## config.mk

```make
export PLATFORM = sky130hd
export DESIGN_NAME = phy_irq_ctrl
export DESIGN_NICKNAME = d
export VERILOG_FILES = /design/src/rtl/phy_irq_pkg.sv /design/src/rtl/phy_irq_change_det.sv /design/src/rtl/phy_irq_flags.sv /design/src/rtl/phy_irq_regs.sv /design/src/rtl/phy_irq_pin.sv /design/src/rtl/phy_irq_ctrl.sv
export SDC_FILE = /design/constraint.sdc
export NUM_CORES = 1
export LEC_CHECK = 0
export BUFFER_PORTS_ARGS = -buffer_cell sky130_fd_sc_hd__buf_2
export CAP_MARGIN = 20
export CORE_UTILIZATION = 45
export CTS_BUF_LIST = sky130_fd_sc_hd__clkbuf_2
export DETAILED_ROUTE_END_ITERATION = 8
export PLACE_DENSITY = 0.77
export SLEW_MARGIN = 20
export SYNTH_ARGS = -nofsm -noshare
export SYNTH_HDL_FRONTEND = slang
export SYNTH_SLANG_ARGS = --single-unit
```

## constraint.sdc

```tcl
create_clock -name clk_i -period 1.35 [get_ports clk_i]
set_clock_uncertainty 0.2 [all_clocks]
set_input_delay 0.405 -clock clk_i [delete_from_list [all_inputs] [get_ports clk_i]]
set_output_delay 0.405 -clock clk_i [all_outputs]
set_load 0.02 [all_outputs]
```

## src/rtl/phy_irq_pkg.sv

```systemverilog
package phy_irq_pkg;

   localparam int unsigned COND_LINK   = 0;
   localparam int unsigned COND_DUPLEX = 1;
   localparam int unsigned COND_ANEG   = 2;
   localparam int unsigned COND_FAULT  = 3;

   typedef struct packed {
      logic gie;
      logic alt;
   } ctrl_t;

   function automatic logic irq_active(input ctrl_t c, input logic [3:0] flg, input logic [3:0] ena);
      return c.gie && ((flg & ena) != 4'b0);
   endfunction

endpackage

```

## src/rtl/phy_irq_change_det.sv

```systemverilog
module phy_irq_change_det #(
   parameter int unsigned N           = 4,
   parameter int unsigned SYNC_STAGES = 2
) (
   input  logic         clk_i,
   input  logic         rst_ni,
   input  logic [N-1:0] lvl_i,
   output logic [N-1:0] chg_o
);

   localparam int unsigned ARM_CNT = SYNC_STAGES + 1;
   localparam int unsigned CNT_W   = $clog2(ARM_CNT + 1);

   initial begin
      width_chk: assert (N >= 1 && N <= 16)
         else $error("phy_irq_change_det: N out of range");
      depth_chk: assert (SYNC_STAGES <= 4)
         else $error("phy_irq_change_det: SYNC_STAGES too large");
   end

   logic [N-1:0]     lvl_s;
   logic [N-1:0]     prev_q;
   logic [CNT_W-1:0] arm_cnt_q;
   logic             armed;

   generate
      if (SYNC_STAGES == 0) begin : g_nosync
         assign lvl_s = lvl_i;
      end else begin : g_sync
         logic [N-1:0] pipe_q [SYNC_STAGES];
         always_ff @(posedge clk_i or negedge rst_ni) begin
            if (!rst_ni) begin
               for (int k = 0; k < SYNC_STAGES; k++) pipe_q[k] <= '0;
            end else begin
               pipe_q[0] <= lvl_i;
               for (int k = 1; k < SYNC_STAGES; k++) pipe_q[k] <= pipe_q[k-1];
            end
         end
         assign lvl_s = pipe_q[SYNC_STAGES-1];
      end
   endgenerate

   // baseline: the comparison register must hold a synchronised level
   // before any difference counts as a change
   assign armed = (arm_cnt_q == CNT_W'(ARM_CNT));

   always_ff @(posedge clk_i or negedge rst_ni) begin
      if (!rst_ni) begin
         arm_cnt_q <= '0;
         prev_q    <= '0;
      end else begin
         prev_q <= lvl_s;
         if (!armed) arm_cnt_q <= arm_cnt_q + 1'b1;
      end
   end

   assign chg_o = armed ? (lvl_s ^ prev_q) : '0;

endmodule

```

## src/rtl/phy_irq_flags.sv

```systemverilog
module phy_irq_flags #(
   parameter int unsigned N = 4
) (
   input  logic         clk_i,
   input  logic         rst_ni,
   input  logic [N-1:0] chg_i,
   input  logic         clr_i,
   output logic [N-1:0] flags_o
);

   logic [N-1:0] flags_q;

   always_ff @(posedge clk_i or negedge rst_ni) begin
      if (!rst_ni) flags_q <= '0;
      else         flags_q <= (clr_i ? '0 : flags_q) | chg_i;
   end

   assign flags_o = flags_q;

   generate
      for (genvar i = 0; i < N; i++) begin : g_chk

         chg_sets_chk: assert property (@(posedge clk_i) disable iff (!rst_ni)
            chg_i[i] |=> flags_q[i]);

         sticky_chk: assert property (@(posedge clk_i) disable iff (!rst_ni)
            (flags_q[i] && !clr_i) |=> flags_q[i]);

         clear_chk: assert property (@(posedge clk_i) disable iff (!rst_ni)
            (clr_i && !chg_i[i]) |=> !flags_q[i]);
      end
   endgenerate

endmodule

```

## src/rtl/phy_irq_regs.sv

```systemverilog
module phy_irq_regs
   import phy_irq_pkg::*;
#(
   parameter int unsigned N         = 4,
   parameter int unsigned ADDR_W    = 5,
   parameter int unsigned DATA_W    = 16,
   parameter int unsigned CTRL_ADDR = 1,
   parameter int unsigned EVT_ADDR  = 2,
   parameter int unsigned GIE_BIT   = 5,
   parameter int unsigned ALT_BIT   = 2,
   parameter int unsigned ENA_LSB   = 8
) (
   input  logic              clk_i,
   input  logic              rst_ni,
   input  logic              req_i,
   input  logic              we_i,
   input  logic [ADDR_W-1:0] addr_i,
   input  logic [DATA_W-1:0] wdata_i,
   input  logic [N-1:0]      flags_i,
   output logic              clr_o,
   output logic [N-1:0]      ena_o,
   output ctrl_t             ctrl_o,
   output logic [DATA_W-1:0] rdata_o
);

   initial begin
      layout_chk: assert (N <= ENA_LSB && ENA_LSB + N <= DATA_W)
         else $error("phy_irq_regs: enable field does not fit");
      ctrl_bits_chk: assert (GIE_BIT < DATA_W && ALT_BIT < DATA_W && GIE_BIT != ALT_BIT)
         else $error("phy_irq_regs: control bit positions invalid");
      addr_chk: assert (CTRL_ADDR != EVT_ADDR && CTRL_ADDR < (1 << ADDR_W) && EVT_ADDR < (1 << ADDR_W))
         else $error("phy_irq_regs: register addresses invalid");
   end

   logic              hit_ctrl, hit_evt;
   logic [N-1:0]      ena_q;
   ctrl_t             ctrl_q;
   logic [DATA_W-1:0] rdata_q, rd_mux;

   assign hit_ctrl = req_i && (addr_i == ADDR_W'(CTRL_ADDR));
   assign hit_evt  = req_i && (addr_i == ADDR_W'(EVT_ADDR));
   assign clr_o    = hit_evt && !we_i;

   always_ff @(posedge clk_i or negedge rst_ni) begin
      if (!rst_ni) begin
         ena_q  <= '0;
         ctrl_q <= '0;
      end else if (we_i) begin
         if (hit_evt) ena_q <= wdata_i[ENA_LSB +: N];
         if (hit_ctrl) begin
            ctrl_q.gie <= wdata_i[GIE_BIT];
            ctrl_q.alt <= wdata_i[ALT_BIT];
         end
      end
   end

   always_comb begin
      rd_mux = '0;
      if (hit_evt) begin
         rd_mux[N-1:0]         = flags_i;
         rd_mux[ENA_LSB +: N]  = ena_q;
      end else if (hit_ctrl) begin
         rd_mux[GIE_BIT] = ctrl_q.gie;
         rd_mux[ALT_BIT] = ctrl_q.alt;
      end
   end

   always_ff @(posedge clk_i or negedge rst_ni) begin
      if (!rst_ni)              rdata_q <= '0;
      else if (req_i && !we_i)  rdata_q <= rd_mux;
   end

   assign ena_o   = ena_q;
   assign ctrl_o  = ctrl_q;
   assign rdata_o = rdata_q;


   gie_write_chk: assert property (@(posedge clk_i) disable iff (!rst_ni)
      (req_i && we_i && addr_i == ADDR_W'(CTRL_ADDR)) |=> ctrl_q.gie == $past(wdata_i[GIE_BIT]));

   unmapped_read_chk: assert property (@(posedge clk_i) disable iff (!rst_ni)
      (req_i && !we_i && !hit_ctrl && !hit_evt) |=> rdata_q == '0);

   unmapped_write_chk: assert property (@(posedge clk_i) disable iff (!rst_ni)
      (req_i && we_i && !hit_ctrl && !hit_evt) |=> ($stable(ena_q) && $stable(ctrl_q)));

endmodule

```

## src/rtl/phy_irq_pin.sv

```systemverilog
module phy_irq_pin
   import phy_irq_pkg::*;
#(
   parameter int unsigned N = 4
) (
   input  logic         clk_i,
   input  logic         rst_ni,
   input  ctrl_t        ctrl_i,
   input  logic [N-1:0] flags_i,
   input  logic [N-1:0] ena_i,
   input  logic         pin_i,
   output logic         pin_o,
   output logic         pin_oe_o,
   output logic         coll_o
);

   logic irq_n_q, released, want;

   assign want     = ctrl_i.gie && ((flags_i & ena_i) != '0);
   assign released = !ctrl_i.gie && ctrl_i.alt;

   always_ff @(posedge clk_i or negedge rst_ni) begin
      if (!rst_ni) irq_n_q <= 1'b1;
      else         irq_n_q <= !want;
   end

   assign pin_o    = irq_n_q;
   assign pin_oe_o = !released;
   assign coll_o   = released && pin_i;


   gie_gate_chk: assert property (@(posedge clk_i) disable iff (!rst_ni)
      !irq_n_q |-> $past(ctrl_i.gie));

   masked_high_chk: assert property (@(posedge clk_i) disable iff (!rst_ni)
      ((flags_i & ena_i) == '0) |=> irq_n_q);

   coll_quiet_chk: assert property (@(posedge clk_i) disable iff (!rst_ni)
      pin_oe_o |-> !coll_o);

endmodule

```

## src/rtl/phy_irq_ctrl.sv

```systemverilog
module phy_irq_ctrl
   import phy_irq_pkg::*;
#(
   parameter int unsigned NUM_COND    = 4,
   parameter int unsigned SYNC_STAGES = 2,
   parameter int unsigned ADDR_W      = 5,
   parameter int unsigned DATA_W      = 16,
   parameter int unsigned CTRL_ADDR   = 1,
   parameter int unsigned EVT_ADDR    = 2,
   parameter int unsigned GIE_BIT     = 5,
   parameter int unsigned ALT_BIT     = 2,
   parameter int unsigned ENA_LSB     = 8
) (
   input  logic                clk_i,
   input  logic                rst_ni,
   input  logic [NUM_COND-1:0] stat_i,
   input  logic                req_i,
   input  logic                we_i,
   input  logic [ADDR_W-1:0]   addr_i,
   input  logic [DATA_W-1:0]   wdata_i,
   output logic [DATA_W-1:0]   rdata_o,
   output logic                pin_o,
   output logic                pin_oe_o,
   input  logic                pin_i,
   output logic                coll_o
);

   initial begin
      cond_count_chk: assert (NUM_COND == 4)
         else $error("phy_irq_ctrl: four status conditions expected");
   end

   logic [NUM_COND-1:0] chg, flags, ena;
   logic                clr;
   ctrl_t               ctrl;

   phy_irq_change_det #(.N(NUM_COND), .SYNC_STAGES(SYNC_STAGES)) u_det (
      .clk_i, .rst_ni, .lvl_i(stat_i), .chg_o(chg));

   phy_irq_flags #(.N(NUM_COND)) u_flags (
      .clk_i, .rst_ni, .chg_i(chg), .clr_i(clr), .flags_o(flags));

   phy_irq_regs #(
      .N(NUM_COND), .ADDR_W(ADDR_W), .DATA_W(DATA_W), .CTRL_ADDR(CTRL_ADDR),
      .EVT_ADDR(EVT_ADDR), .GIE_BIT(GIE_BIT), .ALT_BIT(ALT_BIT), .ENA_LSB(ENA_LSB)
   ) u_regs (
      .clk_i, .rst_ni, .req_i, .we_i, .addr_i, .wdata_i, .flags_i(flags),
      .clr_o(clr), .ena_o(ena), .ctrl_o(ctrl), .rdata_o);

   phy_irq_pin #(.N(NUM_COND)) u_pin (
      .clk_i, .rst_ni, .ctrl_i(ctrl), .flags_i(flags), .ena_i(ena),
      .pin_i, .pin_o, .pin_oe_o, .coll_o);


   reset_high_chk: assert property (@(posedge clk_i) disable iff (!rst_ni)
      $rose(rst_ni) |-> pin_o);

   release_chk: assert property (@(posedge clk_i) disable iff (!rst_ni)
      (!pin_oe_o) |-> (coll_o == pin_i));

endmodule

```

==> results of run 1 <==
-- flip-flops by register name, summed over array words and instances (netlist names) --
| signal | count |
|---|---|
| u_det.lvl_s | 4 |
| u_det.prev_q | 4 |
| u_regs.rdata_o | 9 |
| u_pin.pin_o | 1 |
| u_regs.ctrl_o | 2 |
| u_regs.ena_o | 4 |
| u_det.arm_cnt_q | 2 |
| u_flags.flags_o | 4 |
| u_det.g_sync.pipe_q | 4 |
-- worst reg2reg max path, delay by kind of cell (launching register included) --
kind	cells	cell delay [ns]
DFF	1	0.39
adders and majority gates	1	0.25
muxes	1	0.35
-- repair_timing --
action,in CTS,in global routing
hold buffers,5,0
hold endpoints to repair,34,0
gates resized for setup,23,8
pin swaps,0,3
setup buffers,8,6
endpoints found under the setup margin,15,23
-- metrics by stage --
stage	hold WS [ns]	setup slack [ns]	std cells	power, uW	setup TNS (ns)
after detailed placement	0.122	-0.424	155	1330	-6.62
after global placement	0.117	-0.385	155	1320	-6.01
after floorplan	-0.0906	-0.154	95	1230	-2.29
after global routing	0.0521	-0.398	181	1860	-3.20
final	0.0807	-0.320	181	1770	-2.33
after CTS	0.0532	-0.365	175	1780	-2.59
-- per-layer routing --
metal | global-route usage | vias to the layer above
met5 | 0 | -
met4 | 0.0643 | 0
met3 | 0.0419 | 7
met2 | 0.263 | 35
met1 | 0.194 | 439
li1 | - | 427
-- power groups by stage --
stage	logic [uW]	clock network, uW	registers, uW
after floorplan	109	0	1120
after global placement	199	0	1120
after detailed placement	205	0	1120
after CTS	239	432	1110
after global routing	281	471	1110
final	261	405	1110
-- placed cells by master, fill, tap and decap left out, types with 2 or more instances in the layout --
| master | Yosys | routed |
|---|---|---|
| dlygate4sd3_1 | 0 | 5 |
| o21ai_0 | 3 | 2 |
| mux2_2 | 7 | 7 |
| a22o_1 | 13 | 13 |
| buf_6 | 0 | 12 |
| nor2b_1 | 2 | 2 |
| buf_2 | 1 | 18 |
| nand2_1 | 2 | 2 |
| conb_1 | 1 | 7 |
| clkbuf_2 | 0 | 5 |
| xor2_1 | 4 | 4 |
| buf_4 | 7 | 20 |
| dfrtp_1 | 33 | 33 |
| clkinv_2 | 0 | 2 |
| nand3_2 | 0 | 2 |
-- path summary, 6_finish.rpt --
path | start | endpoint | depth (start not counted)
worst min-delay path | wdata_i[11] | u_regs.ena_o[3] | 2
worst max-delay path | u_regs.ctrl_o[1] | coll_o | 3
max in group asynchronous | rst_ni | u_det.prev_q[1] | 3
min in group asynchronous | rst_ni | u_regs.rdata_o[2] | 2
worst max register to register | u_det.arm_cnt_q[0] | u_det.arm_cnt_q[1] | 2
worst min register to register | u_det.g_sync.pipe_q[5] | u_det.lvl_s[1] | 0
-- layout make-up --
class                           count  area share
Inverter                            1     0.00206
Tap cell                           31      0.0213
Clock buffer                        5      0.0138
Sequential cell                    34       0.468
Multi-Input combinational cell     51       0.236
Timing Repair Buffer               57       0.253
Clock inverter                      2     0.00550
-- logic make-up (layout without fill, tap and decap cells) --
family                     count (synthesis)  count (layout)  synth area share
other                                      1               7           0.00290
adders and majority gates                  1               1           0.00967
xor gates and xnor gates                   5               5            0.0338
buffers and inverters                     10              65            0.0503
DFF                                       34              34             0.659
and+or+nand+nor                           14              14            0.0783
AOI/OAI and AO/OA                         17              17             0.105
muxes                                      7               7            0.0609
==> impl_results.md, run 1 <==
* Status: finished, violations left
* Failing checks: setup timing
* Number of synthesized flops with an enable pin at 0
* Fmax achieved at roughly 600 MHz
* Clk network pwr share at 0.229
* Register area at 852 sq um
* Synth area leaders: dfrtp_1 64%, a22o_1 8.8%, mux2_2 6.1%, buf_4 4.1%, xor2_1 2.7%
* Clock Sinks at 34
* Met2 wire length at between 1 and 1.5 mm
* First drt pass iteration count at 4
* Layout cells sized above 1 at 0.500
* Layout area overhead at 40.6%
* Internal power at 1320 uW
* Max_cap viols at 0
* CP max stage cell: dfrtp_1
* Worst hold path type: in2reg
* TritonCTS buffer count at 5
* CTS H-tree depth at 2
* Fillers at between 150 and 200
* Placer Congestion at roughly 0.70
* Port bufs at 31
* Synth warn at 0
* Post-synthesis sequential area ratio at 0.659
* Distinct cells, synth at 23
* Die ar. at about 0.0031 sq mm
* Crit path buf inv count at 1
* Required time worst endpoint at between 0.7 and 0.8 ns
* Initial DRC Count at 18
* Most numerous cell in the Yosys netlist: dfrtp_1
* Starting Density at 0.473
* Vias in the first global route at roughly 850
* M1 wire length at about 940 um
* # DRC at 0
* Slew Limit Fails at 0
* Max Used Layer: met4
* Placed cell area at roughly 0.0015 sq mm
* Total number of vias at 908
* Dominant synthesized flop cell: dfrtp_1
* DIE WIDTH at approximately 56 um
* Global Route Usage Sum at 0.157
* Post-synth top area share at 0.638
* Routed WL at 2.36 mm
* Fin. Hold Viols at 0
* Setup crit end kind: output port
* Tmin final at between 1.5 and 2 ns
* Core Util, Final at 0.665
* Post-synth top area cell: dfrtp_1
* N_diodes at 0
* Endpoints failing setup at 16
* Area of the multi-input gates at 429 sq um
* Crit Path Class: reg2out
* WL met3 at between 100 and 150 um
* Io pins at around 50
* # nets final at roughly 180
* Post-route ant nets at 0
* Row cnt at 19
* Post-synthesis cell count at between 80 and 90
* CP delay by family, top: flip-flops
* IR drop worst, VDD at roughly 0.7 mV
* Seq cells post-synth at 34
* Comb pwr share at 0.147
* CTS max path bufs at 2
* Cell area after layout at between 0.0015 and 0.002 sq mm
* Final worst setup slack at -0.320 ns
* Later-pin clock latency in the skew report at roughly 0.33 ns
* P_sw at approximately 450 uW
* Worst-path clk slew at about 0.15 ns
* TritonCTS clock tree: done
* Chip height at between 50 and 60 um
* Vias per inst at between 5 and 6
* Leakage Power at 0.000887 uW
* CP Launch Type: flip-flop
* Worst Path Max Fanout at 2
* R2R Setup Slk at roughly 0.070 ns
* Async set-reset flop share out of synthesis at 1.00
* Global-route wire length before repair at 3.71 mm
* Most instantiated cells after synthesis: 33 x dfrtp_1, 13 x a22o_1, 7 x buf_4, 7 x mux2_2, 4 x xor2_1
* Sequential group share of total power at 0.624
* PwrDens at 974 mW/mm^2
* Core area at 0.00273 sq mm
* Root Driver: clkbuf_2
* Final HPWL DP at 1.58 mm
* Cell Chain, Critical Path: nand2b_4, nor2_4, buf_6
* Switching share of total power at 0.253
* CP peak stage delay at roughly 0.40 ns
* WL/cell at between 10 and 15 um
* Period utilisation layout at 1.24
* Overflow after GRT at 0
* Antenna violations before repair at 0
* RSZ-0062 raised after global routing: true
* Largest net degree at the start of global routing at 22
* Syn avg cell area at about 15 sq um
* Crit path arrival time at about 1.1 ns
* Syn Std Cell Area at 0.00129 sq mm
Note: power is estimated with default switching activity, not from simulation.
==> run 2: changes to the inputs <==
--- a/config.mk
+++ b/config.mk
@@ -7,10 +7,13 @@
 export LEC_CHECK = 0
 export BUFFER_PORTS_ARGS = -buffer_cell sky130_fd_sc_hd__buf_2
 export CAP_MARGIN = 20
-export CORE_UTILIZATION = 45
+export CELL_PAD_IN_SITES_DETAIL_PLACEMENT = 1
+export CELL_PAD_IN_SITES_GLOBAL_PLACEMENT = 1
+export CORE_UTILIZATION = 35
 export CTS_BUF_LIST = sky130_fd_sc_hd__clkbuf_2
 export DETAILED_ROUTE_END_ITERATION = 8
-export PLACE_DENSITY = 0.77
+export PLACE_DENSITY_LB_ADDON = 0.1
+export SETUP_SLACK_MARGIN = 0.2
 export SLEW_MARGIN = 20
 export SYNTH_ARGS = -nofsm -noshare
 export SYNTH_HDL_FRONTEND = slang
==> run 2 against run 1 <==
The run still ends with setup timing left. Wire length is 17% higher. Critical path depth stayed put. Worst setup slack worse by 0.038 ns. Global-route usage is 0.75 points higher. Non-clock buffer count is 2 lower. Via count is 0.66% lower. Die area is 27% higher. Register-to-register slack worse by 0.03 ns. Sequential cell count stayed put. Hold slack worse by 0.0016 ns.
==> impl_results.md, run 2 (same netlist as run 1, synthesis figures left out) <==
* Non-Filler Instances at between 150 and 200
* CTS H-tree depth at 2
* Placed insts at 170
* Tmin final at about 1.7 ns
* Most frequent cells in the layout: 33 x dfrtp_1, 18 x buf_2, 17 x buf_4
* Fin. Hold Viols at 0
* Worst Path Max Fanout at 2
* CP startpoint: u_regs.ctrl_o[1]
* Chip height at 62.8 um
* Worst slack, placed at -0.412 ns
* Hold path start: wdata_i[11]
* Fillers at about 360
* Clock Sinks at 34
* Layout cells sized above 1 at 0.503
* Slew Limit Fails at 0
* Routed WL at roughly 2.8 mm
* Worst Hold Depth at 2
* Overflow after GRT at 0
* Worst hold endpoint: u_regs.ena_o[3]
* FF-to-FF path depth at 4
* Vias in the first global route at around 1000
* TritonCTS buffer count at 5
* Placer Congestion at 0.703
* # DRC at 0
* Fmax achieved at 585 MHz
* Io pins at 49
* Worst hold path type: in2reg
* Failing checks: setup timing
* Leakage Power at 0.000903 uW
* Crit Path Class: reg2out
* Required time worst endpoint at around 0.75 ns
* Commonest non-fill, non-tap cell in the layout: dfrtp_1
* Period utilisation layout at 1.27
* Starting Density at 0.376
* Vias per inst at between 4 and 5
* Global Route Usage Sum at 0.165
* Global-route wire length before repair at between 4 and 5 mm
* Antenna violations before repair at 0
* Crit path arrival time at around 1.1 ns
* Final HPWL DP at around 1.8 mm
* CP Launch Type: flip-flop
* Reg-to-Reg End: u_regs.ctrl_o[1]
* Die ar. at ~0.004 sq mm
* Port bufs at 31
* Cell area after layout at roughly 0.0019 sq mm
* Final worst setup slack at -0.358 ns
* Layout area overhead at 44.1%
* TritonCTS clock tree: done
* Endpoints failing setup at 16
* Setup crit end kind: output port
* Core Util, Final at 0.542
* DIE WIDTH at ~63 um
* Largest net degree at the start of global routing at 24
* Placed cell area at approximately 0.0016 sq mm
* Reg2reg start: u_regs.ctrl_o[1]
* Core area at 0.00344 sq mm
* Later-pin clock latency in the skew report at between 0.3 and 0.4 ns
* N_diodes at 0
* Largest register FFs at 9
* Post-route ant nets at 0
* CTS max path bufs at 2
* First drt pass iteration count at 3
* RSZ-0062 raised after global routing: true
* WL/cell at 14.2 um
* PwrDens at 981 mW/mm^2
* Total number of vias at around 900
* Worst-path clk slew at between 0.15 and 0.2 ns
* R2R Setup Slk at roughly 0.040 ns
* Row cnt at 21
* Root Driver: clkbuf_2
* # nets final at roughly 180
* Initial DRC Count at 11
* Max_cap viols at 0
* Status: finished, violations left
* IR drop worst, VDD at between 0.6 and 0.7 mV
* PnR Total Power at roughly 1800 uW
-- run 2: report_power, final --
part / internal, uW / switching, uW
clock network: 139 / 300
logic: 156 / 127
registers: 1070 / 33.5
-- run 2: layout make-up --
class	instances	area, sq um	share of cell area
clock inverters	1	3.75	0.00201
well taps	46	57.6	0.0309
repair buffers	55	449	0.241
flip-flops and latches	34	852	0.457
inverters	1	3.75	0.00201
multi-input cells	51	463	0.248
clock buffers	7	35.0	0.0188
-- run 2: metrics by stage --
stage          hold WS (ns)  TNS, ns
3_3_place_gp          0.118    -6.57
2_1_floorplan       -0.0906    -2.15
4_1_cts              0.0418    -2.73
5_1_grt              0.0228    -3.40
6_report             0.0791    -2.35
3_5_place_dp          0.113    -6.49
-- run 2: worst max-delay path by stage --
stage	depth (start not counted)	slack, ns	to
floorplan	3	-0.15	u_regs.ena_o[0]
global placement	4	-0.41	u_flags.flags_o[0]
detailed placement	4	-0.41	u_regs.ena_o[1]
CTS	3	-0.37	coll_o
global route	3	-0.44	coll_o
finish	3	-0.36	coll_o
-- run 2: critical path, cell delays in order (launching register included) --
cell,delay [ns]
dfrtp_1,0.41
nand2b_4,0.15
nor2_4,0.09
buf_6,0.12
-- run 2: routing by layer --
| layer | GRT usage | wire, um |
|---|---|---|
| met5 | 0 | 0 |
| met4 | 0.0785 | 27 |
| met3 | 0.0456 | 127 |
| met2 | 0.280 | 1470 |
| met1 | 0.191 | 1140 |
-- run 2: what timing repair did --
action / in CTS / in global routing
setup buffers: 7 / 5
endpoints found under the setup margin: 30 / 32
pin swaps: 6 / 6
hold buffers: 5 / 0
endpoints found under the hold margin: 28 / 0
resized for setup: 32 / 3
